<file path="src/rtl/canRxFifoPkg.sv">
package canRxFifoPkg;

  localparam int BASE_RX    = 2;   // slots that always receive
  localparam int DATA_BYTES = 8;
  localparam int FILT_W     = 4;
  localparam int ID_W       = 29;
  localparam int SID_W      = 11;
  localparam int EID_W      = 18;

  typedef struct packed {
    logic push;
    logic pop;
    logic flush;
  } fifoStrobeT;

  typedef struct packed {
    logic [7:0]              ctrl;
    logic [7:0]              sidh;
    logic [7:0]              sidl;
    logic [7:0]              eidh;
    logic [7:0]              eidl;
    logic [7:0]              dlc;
    logic [8*DATA_BYTES-1:0] data;
  } rxEntryT;

  // Builds the stored image of an accepted frame.
  function automatic rxEntryT buildEntry(
    input logic                    ext,
    input logic [ID_W-1:0]         id,
    input logic [3:0]              dlcIn,
    input logic [8*DATA_BYTES-1:0] payload,
    input logic [FILT_W-1:0]       filt
  );
    rxEntryT e;
    logic [SID_W-1:0] sid;
    logic [EID_W-1:0] eid;
    sid = ext ? id[ID_W-1:EID_W] : id[SID_W-1:0];
    eid = ext ? id[EID_W-1:0] : '0;
    e.ctrl = {1'b1, {(7-FILT_W){1'b0}}, filt};
    e.sidh = sid[10:3];
    e.sidl = {sid[2:0], 1'b0, ext, 1'b0, eid[17:16]};
    e.eidh = eid[15:8];
    e.eidl = eid[7:0];
    e.dlc  = {4'b0000, dlcIn};
    e.data = payload;
    return e;
  endfunction

endpackage

</file>
<file path="src/rtl/canRxFifoCtrl.sv">
module canRxFifoCtrl
  import canRxFifoPkg::*;
#(
  parameter int NUM_PROG = 6,
  localparam int MAX_DEPTH = BASE_RX + NUM_PROG,
  localparam int PTR_W     = $clog2(MAX_DEPTH),
  localparam int CNT_W     = $clog2(MAX_DEPTH + 1)
) (
  input  logic                clk,
  input  logic                rstN,
  input  logic [NUM_PROG-1:0] dirCfg,
  input  logic                wrValid,
  input  logic                popStrobe,
  input  logic                ovfClr,
  output fifoStrobeT          strobe,
  output logic [PTR_W-1:0]    wrIdx,
  output logic [PTR_W-1:0]    rdIdx,
  output logic [CNT_W-1:0]    cfgDepth,
  output logic [CNT_W-1:0]    fifoCount,
  output logic                fifoFull,
  output logic                fifoEmpty,
  output logic                overflow
);

  logic [NUM_PROG-1:0] dirQ;
  logic [PTR_W-1:0]    wrPtr, rdPtr;
  logic                lastWr;
  logic                ovfQ;
  logic [CNT_W-1:0]    depthLive;
  logic [PTR_W-1:0]    lastIdx;
  logic                cfgChange, isFull, isEmpty, ptrEq;
  logic                doPush, doPop;

  // Depth: the first transmit slot in the chain cuts the queue.
  always_comb begin
    logic hit;
    hit       = 1'b0;
    depthLive = CNT_W'(MAX_DEPTH);
    for (int k = 0; k < NUM_PROG; k++) begin
      if (!hit && dirCfg[k]) begin
        depthLive = CNT_W'(BASE_RX + k);
        hit       = 1'b1;
      end
    end
  end

  assign lastIdx   = PTR_W'(depthLive - CNT_W'(1));
  assign cfgChange = (dirCfg != dirQ);
  assign ptrEq     = (wrPtr == rdPtr);
  assign isFull    = ptrEq && lastWr;
  assign isEmpty   = ptrEq && !lastWr;
  assign doPush    = !cfgChange && wrValid && !isFull;
  assign doPop     = !cfgChange && popStrobe && !isEmpty;

  function automatic logic [PTR_W-1:0] stepPtr(input logic [PTR_W-1:0] p,
                                               input logic [PTR_W-1:0] lim);
    return (p == lim) ? '0 : p + PTR_W'(1);
  endfunction

  always_ff @(posedge clk or negedge rstN) begin
    if (!rstN) begin
      dirQ   <= '0;
      wrPtr  <= '0;
      rdPtr  <= '0;
      lastWr <= 1'b0;
      ovfQ   <= 1'b0;
    end else begin
      dirQ <= dirCfg;
      if (cfgChange) begin
        wrPtr  <= '0;
        rdPtr  <= '0;
        lastWr <= 1'b0;
      end else begin
        if (doPush) wrPtr <= stepPtr(wrPtr, lastIdx);
        if (doPop)  rdPtr <= stepPtr(rdPtr, lastIdx);
        if (doPush && !doPop)      lastWr <= 1'b1;
        else if (doPop && !doPush) lastWr <= 1'b0;
      end
      if (wrValid && isFull && !cfgChange) ovfQ <= 1'b1;
      else if (ovfClr)                     ovfQ <= 1'b0;
    end
  end

  always_comb begin
    if (isFull)
      fifoCount = depthLive;
    else if (wrPtr >= rdPtr)
      fifoCount = CNT_W'(wrPtr) - CNT_W'(rdPtr);
    else
      fifoCount = depthLive - CNT_W'(rdPtr) + CNT_W'(wrPtr);
  end

  assign strobe.push  = doPush;
  assign strobe.pop   = doPop;
  assign strobe.flush = cfgChange;
  assign wrIdx        = wrPtr;
  assign rdIdx        = rdPtr;
  assign cfgDepth     = depthLive;
  assign fifoFull     = isFull;
  assign fifoEmpty    = isEmpty;
  assign overflow     = ovfQ;

endmodule

</file>
<file path="src/rtl/canRxFifoData.sv">
module canRxFifoData
  import canRxFifoPkg::*;
#(
  parameter int NUM_PROG = 6,
  localparam int MAX_DEPTH = BASE_RX + NUM_PROG,
  localparam int PTR_W     = $clog2(MAX_DEPTH)
) (
  input  logic             clk,
  input  logic             rstN,
  input  fifoStrobeT       strobe,
  input  logic [PTR_W-1:0] wrIdx,
  input  logic [PTR_W-1:0] rdIdx,
  input  rxEntryT          wrEntry,
  output rxEntryT          rdEntry
);

  rxEntryT slotArr [MAX_DEPTH];

  for (genvar g = 0; g < MAX_DEPTH; g++) begin : gSlot
    rxEntryT slotQ;
    always_ff @(posedge clk or negedge rstN) begin
      if (!rstN) begin
        slotQ <= '0;
      end else if (strobe.flush) begin
        slotQ.ctrl[7] <= 1'b0;
      end else if (strobe.push && wrIdx == PTR_W'(g)) begin
        slotQ <= wrEntry;
      end else if (strobe.pop && rdIdx == PTR_W'(g)) begin
        slotQ.ctrl[7] <= 1'b0;   // slot released
      end
    end
    assign slotArr[g] = slotQ;
  end

  assign rdEntry = slotArr[rdIdx];

endmodule

</file>
<file path="src/rtl/canRxFifo.sv">
module canRxFifo
  import canRxFifoPkg::*;
#(
  parameter int NUM_PROG = 6,
  localparam int MAX_DEPTH = BASE_RX + NUM_PROG,
  localparam int PTR_W     = $clog2(MAX_DEPTH),
  localparam int CNT_W     = $clog2(MAX_DEPTH + 1)
) (
  input  logic                    clk,
  input  logic                    rstN,
  input  logic [NUM_PROG-1:0]     dirCfg,
  input  logic                    wrValid,
  input  logic                    wrExt,
  input  logic [ID_W-1:0]         wrId,
  input  logic [3:0]              wrDlc,
  input  logic [8*DATA_BYTES-1:0] wrData,
  input  logic [FILT_W-1:0]       wrFilt,
  input  logic                    popStrobe,
  input  logic                    ovfClr,
  output logic [7:0]              rdCtrl,
  output logic [7:0]              rdSidh,
  output logic [7:0]              rdSidl,
  output logic [7:0]              rdEidh,
  output logic [7:0]              rdEidl,
  output logic [7:0]              rdDlc,
  output logic [8*DATA_BYTES-1:0] rdData,
  output logic                    fifoFull,
  output logic                    fifoEmpty,
  output logic [CNT_W-1:0]        fifoCount,
  output logic [CNT_W-1:0]        cfgDepth,
  output logic                    overflow
);

  fifoStrobeT       strobe;
  logic [PTR_W-1:0] wrIdx, rdIdx;
  rxEntryT          wrEntry, rdEntry;

  assign wrEntry = buildEntry(wrExt, wrId, wrDlc, wrData, wrFilt);

  canRxFifoCtrl #(.NUM_PROG(NUM_PROG)) i_ctrl (
    .clk(clk), .rstN(rstN), .dirCfg(dirCfg), .wrValid(wrValid),
    .popStrobe(popStrobe), .ovfClr(ovfClr), .strobe(strobe),
    .wrIdx(wrIdx), .rdIdx(rdIdx), .cfgDepth(cfgDepth),
    .fifoCount(fifoCount), .fifoFull(fifoFull), .fifoEmpty(fifoEmpty),
    .overflow(overflow)
  );

  canRxFifoData #(.NUM_PROG(NUM_PROG)) i_data (
    .clk(clk), .rstN(rstN), .strobe(strobe), .wrIdx(wrIdx),
    .rdIdx(rdIdx), .wrEntry(wrEntry), .rdEntry(rdEntry)
  );

  assign rdCtrl = rdEntry.ctrl;
  assign rdSidh = rdEntry.sidh;
  assign rdSidl = rdEntry.sidl;
  assign rdEidh = rdEntry.eidh;
  assign rdEidl = rdEntry.eidl;
  assign rdDlc  = rdEntry.dlc;
  assign rdData = rdEntry.data;

endmodule

</file>
<file path="config.mk">
export PLATFORM = sky130hd
export DESIGN_NAME = canRxFifo
export DESIGN_NICKNAME = d
export VERILOG_FILES = /design/src/rtl/canRxFifoPkg.sv /design/src/rtl/canRxFifoCtrl.sv /design/src/rtl/canRxFifoData.sv /design/src/rtl/canRxFifo.sv
export SDC_FILE = /design/constraint.sdc
export NUM_CORES = 1
export LEC_CHECK = 0
export BUFFER_PORTS_ARGS = -buffer_cell sky130_fd_sc_hd__buf_4
export CAP_MARGIN = 10
export CORE_ASPECT_RATIO = 1.75
export CORE_UTILIZATION = 47
export DETAILED_ROUTE_END_ITERATION = 7
export HOLD_SLACK_MARGIN = 0.08
export PLACE_DENSITY = 0.74
export SYNTH_ARGS = -nofsm -noshare
export SYNTH_HDL_FRONTEND = slang
export SYNTH_SLANG_ARGS = --single-unit
export TNS_END_PERCENT = 5
</file>
<file path="constraint.sdc">
create_clock -name clk -period 9.2 [get_ports clk]
set_input_delay 0.46 -clock clk [delete_from_list [all_inputs] [get_ports clk]]
set_output_delay 0.46 -clock clk [all_outputs]
set_load 0.02 [all_outputs]
</file>
# Word-level counts from Yosys, hierarchy flattened
# Cells that the tools add are included.
# word_totals
out_inout_bits	123
input_bits	113
reg_bits	838
elab_cells	214
# classes
n_reduce_logical	64
order_cmp	2
n_bitwise	2
n_addsub	6
muxes	53
eq_ne	18
# ops
cell	count
$bmux 112 s3	1
$mux 112	2
$mux 1	34
$mux 4	8
$logic_and 1x1->1	31
$reduce_bool 3->1	9
$eq 3x3->1 const B	8
$mux 18	1
$mux 3	6
$reduce_and 2->1	8
$eq 3x2->1 const B	4
$logic_not 1->1	11
$mux 11	1
$eq 3x3->1	3
$add 3x1->3 const B	2
$eq 3x1->1 const B	2
$logic_not 3->1	2
$ne 6x6->1	1
$reduce_bool 2->1	3
$add 4x3->4	1
$ge 4x4->1 const B	1
$not 3->4	1
$sub 3x3->4	1
$sub 4x3->4	1
other kinds (3)	3

# Logic depth before layout (Yosys ltp)
# Gate-level depths: netlist of the first run.
# depth
word_depth	21
ltp_mapped	14
mapped_depth_nobuf	10

# Cells and area by module
# A second synthesis of the first run with hierarchy kept.
# hier_totals
cells_unflattened	2960
area_unflattened_um2	42528.3
# modules_own_cells
mod	area_each_um2	seq_area_each_um2	n_inst	cells_each
canRxFifoData	40976.8	22421.5	1	2795
canRxFifoCtrl	1266.2	350.3	1	131
canRxFifo	285.3	0.0	1	34

# Worst setup path before layout of the first run
# No wires, ideal clock.
# synth_path
path_kind	flip-flop to output port
startpoint	register i_ctrl.rdPtr[1] (netlist: i_ctrl.rdIdx[1])
endpoint	output port fifoCount[2]
t_arrival_ns	3.185
path_buffers	3
t_required_ns	8.740
stages_incl_launch_ff	12
setup_slack_ns	5.555
cell_sequence	dfrtp_1 clkbuf_1 buf_2 buf_1 inv_1 fa_1 inv_1 fa_1 xor2_1 nor2_1 a21oi_1 o21ai_0
# synth_via
elab_chain_cells	4
elab_cells_between_ends	8
cone_classes	3 x add/sub; 1 x order compare; 1 x eq/ne; 2 x mux; 1 x reduce/logical
# synth_rtl
item	line_no	source
from (decl)	canRxFifoCtrl.sv:26	logic [PTR_W-1:0] wrPtr, rdPtr;
from (signal assigned)	canRxFifoCtrl.sv:75	if (doPop) rdPtr <= stepPtr(rdPtr, lastIdx);
$sub 4x3->4	canRxFifoCtrl.sv:90	fifoCount = depthLive - CNT_W'(rdPtr) + CNT_W'(wrPtr);
$add 4x3->4	canRxFifoCtrl.sv:90	
$mux 4	canRxFifoCtrl.sv:87	else if (wrPtr >= rdPtr)
$mux 4 (*)	canRxFifoCtrl.sv:85	if (isFull)
to (decl)	canRxFifo.sv:29	output logic [CNT_W-1:0] fifoCount,
# Mark *: on every way between the ends. The rest lies on a longest branch, timed or not.

# Worst setup path after layout of the first run
# layout_path
startpoint	register i_ctrl.rdPtr[1] (netlist: i_ctrl.rdIdx[1])
endpoint	output port rdData[11]
# layout_via
elab_chain_cells	4
# layout_rtl
item	line_no	source
$not 3->4 (not written as such)	canRxFifoData.sv:35	assign rdEntry = slotArr[rdIdx];
$bmux 112 s3	canRxFifoData.sv:35	
$mux 112 (not written as such) (2 in series)	canRxFifoData.sv:35	
to (decl)	canRxFifo.sv:26	output logic [8*DATA_BYTES-1:0] rdData,
# Every way passes these cells. The select of a mux whose other input is x is not followed.

==> qor.csv, run 1 <==
metric;value;unit
first_iter_violations;1850;
nNetsFinal;3746;
track_usage;24.0;%
dieArea;82200;µm²
synth_top_family_by_area;multiplexers;
h-tree-depth;3;
power_switching;1.95;mW
ys_ff_latch;838;
synth_area_leaders;dfrtp_1, nand2_1, mux4_2, mux2_2, o21ai_0;
final_antenna_net_count;0;
areaGrowthSynthToFinish;15.1;%
seqPwrFrac;47.7;%
dr.pass1.iters;6;
cts_sinks;838;
critPathKind;reg2out;
whs_path_depth;3;
drc;0;
overflow;0;
switching_share;24.3;%
pwr-share-clk;41.8;%
ctsResizeCount;0;
ys.flop_type;dfrtp_1;
synth-xor-area-share;0.394;%
cts_buffers;75;
finalSetupTns;0;ns
setup_viol;0;
post_cts_buffers;0;
wl_per_cell;20.2;µm
relSlewSlack;27.8;%
p_comb_share;10.5;%
crit_fanout;64;
syn-instance-count;3412;
critPathLaunchType;register;
stdcell_area;43800;µm²
clk_latency;0.66;ns
postSynth.asyncResetShare;100;%
ff2ff_path_depth;8;
muxShareOfSynthArea;21.8;%
layout_commonest_cell;nand2_1;
slowest_stage;dfrtp_4;
p_total;8.03;mW
grt_max_degree;195;
critPathCaptureType;primary output;
rsz0062_at_grt;no;
die_w;217;µm
ys_warn_count;0;
finalHoldViolCount;0;
layout-drive-gt1-share;24.5;%
cts_tree;yes;
status;finished, final reports clean;
num_vias;25900;
fin_skew;0.0238;ns
synth_adder_area_share;0.920;%
portBuffers;226;
fmax;0.206;GHz
p_leak;22.1;nW
cap_viol_max_count;0;
fillers;6757;
initial_utilization;47.7;%
critPathMaxStageDelay;0.91;ns
wl;95200;µm
placed_area;40400;µm²
clockBufferDepth;3;
yosys.area_share.simple;15.1;%
rows;137;
die_h;378;µm
yosysSeqAreaShare;55.1;%
cts-root-buf;clkbuf_16;
drv_slew;0;
p_int;6.08;mW
core_area;79900;µm²
gp_congestion;0.818;
critPathRequiredTime;8.74;ns
synth-edff-count;0;
syn_area;38100;µm²
synth_cell_types;43;
grt_pass1_vias;27600;
antenna_found_initial;5;
layout_common_cells;nand2_1, dfrtp_1, buf_4;
hpwl;55100;µm
path_cells;buf_4, buf_4, mux4_2, nand2_1, nand2_1, buf_4;
via_per_inst;5.50;
period_share;52.7;%
worst_ep_arrival_time;4.38;ns
power.density;183;nW/µm²
yosysTopAreaCell;dfrtp_1;
critical_path.most_common_cell;buf_4;
finalCriticalPeriod;4.84;ns
grt_first_pass_wirelength;153000;µm
syn_area_per_cell;11.2;µm²
synth_top_area_share;55.1;%
cts.clk_slew.worst_paths;0.07;ns
cts_hold_buf;81;
vdd_drop_max;0.155;mV
worst_pin_slew;1.08;ns
synth_compound_area_share;3.57;%
holdCritPathClass;in2reg;
io_pins;236;
## final timing paths
| path | start | endpoint | slack [ns] |
|---|---|---|---|
| setup / recovery | i_ctrl.rdIdx[1]$_DFFE_PN0P_ | rdData[11] | 4.36 |
| hold / removal | wrId[13] | i_data.gSlot[1].slotQ[85]$_DFFE_PN0P_ | 0.26 |
| setup reg to reg | i_ctrl.rdIdx[2]$_DFFE_PN0P_ | i_data.gSlot[7].slotQ[106]$_DFFE_PN0P_ | 4.60 |
| hold reg to reg | i_data.gSlot[2].slotQ[91]$_DFFE_PN0P_ | i_data.gSlot[2].slotQ[91]$_DFFE_PN0P_ | 0.47 |
| max in group asynchronous | rstN | i_data.gSlot[0].slotQ[104]$_DFFE_PN0P_ | 6.36 |
| min in group asynchronous | rstN | i_data.gSlot[1].slotQ[8]$_DFFE_PN0P_ | 0.46 |
## final cells by class
cell class,count,area [µm²],area share (%)
repair buffers,346,2860,6.52
inverters,19,73.8,0.168
clock inverters,30,453,1.03
well taps,1042,1300,2.98
clock buffers,105,2170,4.96
diodes,3,7.51,0.0171
flip-flops and latches,838,21000,47.9
multi-input cells,2328,16000,36.4
## sequential cells by signal, summed over array words and instances (netlist names)
| name | count |
|---|---|
| i_ctrl.rdIdx | 3 |
| i_ctrl.wrIdx | 3 |
| i_ctrl.overflow | 1 |
| i_ctrl.dirQ | 6 |
| i_data.gSlot.slotQ | 824 |
| i_ctrl.lastWr | 1 |
## metrics by stage
| step | hold WS, ns | cells | setup WS [ns] | utilization, % |
|---|---|---|---|---|
| finish | 0.258 | 4711 | 4.36 | 54.8 |
| global route | 0.284 | 4711 | 3.96 | 54.8 |
| CTS | 0.226 | 4708 | 4.15 | 54.8 |
| detailed placement | 0.457 | 4492 | 4.68 | 50.5 |
| global placement | 0.452 | 4492 | 4.74 | 50.5 |
| floorplan | 0.164 | 3420 | 5.56 | - |
## worst max-delay path, delay by kind of cell (launching register included)
family / cells / cell delay [ns]
buffers and inverters: 3 / 2.00
and+or+nand+nor: 2 / 0.25
DFF: 1 / 0.91
muxes: 1 / 0.41
## logic make-up (layout without fill, tap and decap cells)
group / after synthesis / in the layout
xor gates and xnor gates: 14 / 14
DFF: 838 / 838
other: 1 / 12
adders and majority gates: 25 / 25
buffers and inverters: 254 / 500
AOI/OAI and AO/OA: 260 / 260
and+or+nand+nor: 1509 / 1509
muxes: 511 / 511
## cell usage after synthesis, drive strengths merged, types with 3 or more instances
master,number
mux2i,13
nor4,3
nand2,1455
nand3,7
a2111oi,4
nand4,8
ha,20
mux4,206
fa,5
mux2,292
buf,137
xnor2,11
inv,18
and2,3
dfrtp,838
nor2b,4
a31o,3
o21ai,238
a21oi,5
clkbuf,98
nor2,17
and4,5
## power by group through the flow
stage          clock (mW)  combinational, mW  sequential, mW
3_5_place_dp            0              0.822            3.90
2_1_floorplan           0              0.427            3.88
3_3_place_gp            0              0.811            3.89
5_1_grt              3.55              0.919            3.84
6_report             3.36              0.840            3.83
4_1_cts              3.44              0.853            3.83
## metal layers
layer	track usage, %	routed length (µm)
met5	0	24
met4	8.46	2610
met3	3.66	4660
met2	40.8	48100
met1	31.1	39800
Power figures use the tool's default switching activity.
==> run 2, diff against run 1 <==
--- a/config.mk
+++ b/config.mk
@@ -11,7 +11,7 @@
 export CORE_UTILIZATION = 47
 export DETAILED_ROUTE_END_ITERATION = 7
 export HOLD_SLACK_MARGIN = 0.08
-export PLACE_DENSITY = 0.74
+export PLACE_DENSITY = 0.77
 export SYNTH_ARGS = -nofsm -noshare
 export SYNTH_HDL_FRONTEND = slang
 export SYNTH_SLANG_ARGS = --single-unit
==> constraint.sdc (replaced) <==
create_clock -name clk -period 4.06 [get_ports clk]
set_input_delay 0.203 -clock clk [delete_from_list [all_inputs] [get_ports clk]]
set_output_delay 0.203 -clock clk [all_outputs]
set_load 0.02 [all_outputs]
==> qor.csv, run 2 (same netlist as run 1, synthesis figures left out) <==
metric;value;unit
status;finished, final reports clean;
p_leak;22.6;nW
grtUsageMet2;43.1;%
first_iter_violations;2014;
multiInputGateArea;16000;µm²
wl_per_cell;20.6;µm
pwr-share-clk;42.3;%
wl;98200;µm
fillers;6500;
grt_first_pass_wirelength;157000;µm
finalHoldViolCount;0;
cts.clk_slew.worst_paths;0.07;ns
io_pins;236;
cap_viol_max_count;0;
antenna_found_initial;7;
fin_skew;0.0298;ns
crit_fanout;145;
cts_sinks;838;
portBuffers;226;
areaGrowthSynthToFinish;17.7;%
grt_busiest_layer;met2;
reg_top3;i_data.gSlot.slotQ: 824 flops, i_ctrl.dirQ: 6 flops;
finalSetupTns;0;ns
num_vias;26600;
top_register;i_data.gSlot.slotQ;
dieArea;82200;µm²
power_switching;4.50;mW
p_int;14.0;mW
critPathKind;reg2out;
relSlewSlack;27.8;%
period_share;96.8;%
largest_reg_flops;824;
grt_max_degree;146;
critPathMaxStageDelay;0.94;ns
worst_ep_arrival_time;3.73;ns
drv_slew;0;
hpwl;56100;µm
layout-drive-gt1-share;25.0;%
clockBufferDepth;3;
rsz0062_at_grt;no;
worst_pin_slew;1.08;ns
met1_usage;30.3;%
dr.pass1.iters;5;
vdd_drop_max;0.401;mV
track_usage;24.7;%
path_cells;buf_12, buf_4, mux4_2, nand2_1, nand2_1, buf_4;
setup_viol;0;
seqPwrFrac;47.0;%
p_total;18.5;mW
gp_congestion;0.798;
cts_buffers;78;
nNetsFinal;3809;
h-tree-depth;3;
initial_utilization;47.7;%
layout_commonest_cell;nand2_1;
cts-root-buf;clkbuf_16;
die_w;217;µm
layout_common_cells;nand2_1, dfrtp_1, buf_4;
p_comb_share;10.7;%
grt_pass1_vias;28700;
die_h;378;µm
power.density;413;nW/µm²
critPathLaunchType;register;
slowest_stage;buf_4;
switching_share;24.3;%
fmax;0.254;GHz
cts_tree;yes;
final_antenna_net_count;0;
drc;0;
rows;137;
overflow;0;
critPathCaptureType;primary output;
finalCriticalPeriod;3.93;ns
critPathRequiredTime;3.86;ns
holdCritPathClass;in2reg;
fin_util;56.1;%
via_per_inst;5.57;
seq_area;21000;µm²
clk_latency;0.67;ns
core_area;79900;µm²
gr-usage-met3;4.11;%
run 2: cell types whose count changed in the layout (fill, tap and decap cells not counted), sizes merged:
cell / delta
buf: +28
clkbuf: +3
clkinv: -1
clkinvlp: +3
diode: +2
dlygate4sd3: +32
inv: -2
run 2: worst paths after layout:
| path | startpoint | end | slack, ns | cells after the start |
|---|---|---|---|---|
| max in group asynchronous | rstN | i_data.gSlot[2].slotQ[33]$_DFFE_PN0P_ | 2.71 | 4 |
| worst max-delay path | i_ctrl.rdIdx[1]$_DFFE_PN0P_ | rdData[46] | 0.13 | 6 |
| worst min-delay path | wrId[27] | i_data.gSlot[3].slotQ[102]$_DFFE_PN0P_ | 0.11 | 3 |
| min in group asynchronous | rstN | i_data.gSlot[2].slotQ[14]$_DFFE_PN0P_ | 0.22 | 2 |
| worst max register to register | i_ctrl.rdIdx[1]$_DFFE_PN0P_ | i_data.gSlot[3].slotQ[100]$_DFFE_PN0P_ | 0.82 | 9 |
| worst min register to register | i_data.gSlot[6].slotQ[56]$_DFFE_PN0P_ | i_data.gSlot[6].slotQ[56]$_DFFE_PN0P_ | 0.47 | 2 |
run 2: stage by stage:
step	area (µm²)	worst slack [ns]	std cells	hold WS, ns
2_1_floorplan	38100	0.672	3420	-0.0926
3_3_place_gp	40900	0.819	4520	0.354
3_5_place_dp	40900	0.790	4520	0.354
4_1_cts	44800	0.0437	4771	0.0856
5_1_grt	44800	0.0574	4776	0.139
6_report	44800	0.128	4776	0.109
run 2: per-layer routing:
metal	routed length (µm)	part of all wire, %
met1	39300	40
met2	50700	52
met3	5070	5.2
met4	3110	3.2
met5	26	0.026
run 2: worst max-delay path, delay by kind of cell, from the launching register on:
kind / cells / cell delay (ns)
buf+inv: 3 / 1.79
flops: 1 / 0.42
mux: 1 / 0.41
simple gates: 2 / 0.23
run 2: cell type report:
type                       instances  area share, %
clock buffer                     108           5.11
timing repair buffer             406           8.35
inverter                          19          0.165
clock inverter                    30          0.988
antenna                            5         0.0279
sequential                       838           46.8
multi-input combinational       2328           35.6
tap                             1042           2.91
run 2: power by group through the flow:
stage	sequential [mW]	clock, mW	combinational [mW]
3_5_place_dp	8.84	0	1.90
2_1_floorplan	8.80	0	0.968
4_1_cts	8.69	7.97	2.01
3_3_place_gp	8.83	0	1.88
6_report	8.69	7.82	1.98
5_1_grt	8.71	8.27	2.17
run 2: repair_timing:
action | CTS | global route
endpoints found under the hold margin | 896 | 0
hold buffers | 113 | 0
gates resized for setup | 0 | 1
setup buffers | 0 | 0
setup endpoints to repair | 0 | 20
==> run 3, diff against run 2 <==
--- a/config.mk
+++ b/config.mk
@@ -12,6 +12,7 @@
 export DETAILED_ROUTE_END_ITERATION = 7
 export HOLD_SLACK_MARGIN = 0.08
 export PLACE_DENSITY = 0.77
+export RECOVER_POWER = 50
 export SYNTH_ARGS = -nofsm -noshare
 export SYNTH_HDL_FRONTEND = slang
 export SYNTH_SLANG_ARGS = --single-unit
==> qor.csv, run 3 (same netlist as run 1, synthesis figures left out) <==
metric;value;unit
violations;capacitance limit, slew limit;
finalSetupTns;0;ns
nNetsFinal;3809;
holdCritPathClass;in2reg;
track_usage;24.7;%
seqPwrFrac;47.0;%
setup_viol;0;
pwr-share-clk;42.3;%
top_register;i_data.gSlot.slotQ;
wl;98200;µm
overflow;0;
cts_tree;yes;
power.density;414;nW/µm²
post_cts_buffers;0;
status;finished with violations;
grt_first_pass_wirelength;157000;µm
fmax;0.256;GHz
rows;137;
dr.pass1.iters;5;
gp_congestion;0.798;
drc;0;
final_antenna_net_count;0;
cts-root-buf;clkbuf_16;
switching_share;24.3;%
r2r_slack;0.44;ns
areaGrowthSynthToFinish;17.4;%
cts_buffers;78;
stdcell_count;4777;
cp-startpoint;i_ctrl.rdIdx[1]$_DFFE_PN0P_;
period_share;96.4;%
layout_commonest_cell;nand2_1;
die_w;217;µm
cts_sinks;838;
layout_common_cells;nand2_1, dfrtp_1, o21ai_0;
critPathCaptureType;primary output;
portBuffers;226;
finalCriticalPeriod;3.91;ns
hpwl;56100;µm
critPathKind;reg2out;
r2r-end;i_data.gSlot[0].slotQ[8]$_DFFE_PN0P_;
vdd_drop_max;0.401;mV
via_per_inst;5.56;
p_comb_share;10.7;%
stdcell_area;44700;µm²
worst_pin_slew;3.21;ns
critPathLaunchType;register;
wl_per_cell;20.6;µm
relSlewSlack;-114;%
fillers;6525;
clockBufferDepth;3;
grt_pass1_vias;28700;
grt_max_degree;146;
layout-drive-gt1-share;24.4;%
ff2ff_path_depth;9;
die_h;378;µm
h-tree-depth;3;
cts.clk_slew.worst_paths;0.07;ns
r2r_start;i_ctrl.rdIdx[1]$_DFFE_PN0P_;
reg_top3;i_data.gSlot.slotQ: 824 flops, i_ctrl.dirQ: 6 flops;
clk_latency;0.67;ns
fin_skew;0.0297;ns
placed_area;40900;µm²
num_vias;26600;
fin_util;55.9;%
p_int;14.0;mW
initial_utilization;47.7;%
p_leak;22.5;nW
largest_reg_flops;824;
first_iter_violations;2114;
dieArea;82200;µm²
power_switching;4.50;mW
drv_slew;104;
finalHoldViolCount;0;
cap_viol_max_count;1;
dp.cells;4520;
crit_fanout;145;
core_area;79900;µm²
hold_slack;0.105;ns
worst_ep_arrival_time;3.71;ns
antenna_found_initial;7;
critPathRequiredTime;3.86;ns
rsz0062_at_grt;no;
io_pins;236;
crit_end;rdData[63];
[run 3: worst max-delay path, cell delays in order, from the launching register on]
cell     delay [ns]
dfrtp_4        0.42
buf_12         0.67
buf_4          0.94
mux4_2         0.42
nand2_1        0.09
nand2_1        0.15
buf_4          0.20
[run 3: cell type report]
type | count | area, µm² | area share [%]
antenna | 6 | 15.0 | 0.0336
clock buffer | 108 | 2290 | 5.12
clock inverter | 30 | 443 | 0.991
timing repair buffer | 406 | 3620 | 8.09
tap | 1042 | 1300 | 2.92
multi-input combinational | 2328 | 16000 | 35.7
inverter | 19 | 73.8 | 0.165
sequential | 838 | 21000 | 47.0
[run 3: routing by layer]
layer	wire, µm	track usage (%)	vias to the layer above
li1	-	-	11900
met1	39100	30.3	13600
met2	50700	43.1	822
met3	5200	4.11	185
met4	3160	9.62	2
met5	14	0	-
[run 3: power by group through the flow]
stage | clock network [mW] | registers, mW | logic (mW)
6_report | 7.83 | 8.69 | 1.97
5_1_grt | 8.27 | 8.71 | 2.16
3_3_place_gp | 0 | 8.83 | 1.88
4_1_cts | 7.97 | 8.69 | 2.01
2_1_floorplan | 0 | 8.80 | 0.968
3_5_place_dp | 0 | 8.84 | 1.90
[run 3: worst min path at each step]
stage | startpoint | endpoint | slack (ns) | depth (start not counted)
after detailed placement | dirCfg[4] | i_ctrl.dirQ[4]$_DFF_PN0_ | 0.35 | 1
after global placement | dirCfg[0] | i_ctrl.dirQ[0]$_DFF_PN0_ | 0.35 | 1
after global routing | wrId[27] | i_data.gSlot[3].slotQ[102]$_DFFE_PN0P_ | 0.14 | 3
after floorplan | rstN | i_ctrl.dirQ[0]$_DFF_PN0_ | -0.09 | 0
final | wrId[27] | i_data.gSlot[5].slotQ[102]$_DFFE_PN0P_ | 0.10 | 3
after CTS | wrId[27] | i_data.gSlot[3].slotQ[102]$_DFFE_PN0P_ | 0.09 | 3
[run 3: per-stage QoR]
stage	setup WS [ns]	power, mW
floorplan	0.672	9.77
detailed placement	0.790	10.7
global placement	0.819	10.7
CTS	0.0437	18.7
finish	0.148	18.5
global route	0.0455	19.1
[run 3: timing repair]
item | 4_1_cts | 5_1_grt
endpoints found under the hold margin | 896 | 0
resized for setup | 0 | 1
hold buffers | 113 | 0
setup endpoints to repair | 0 | 20
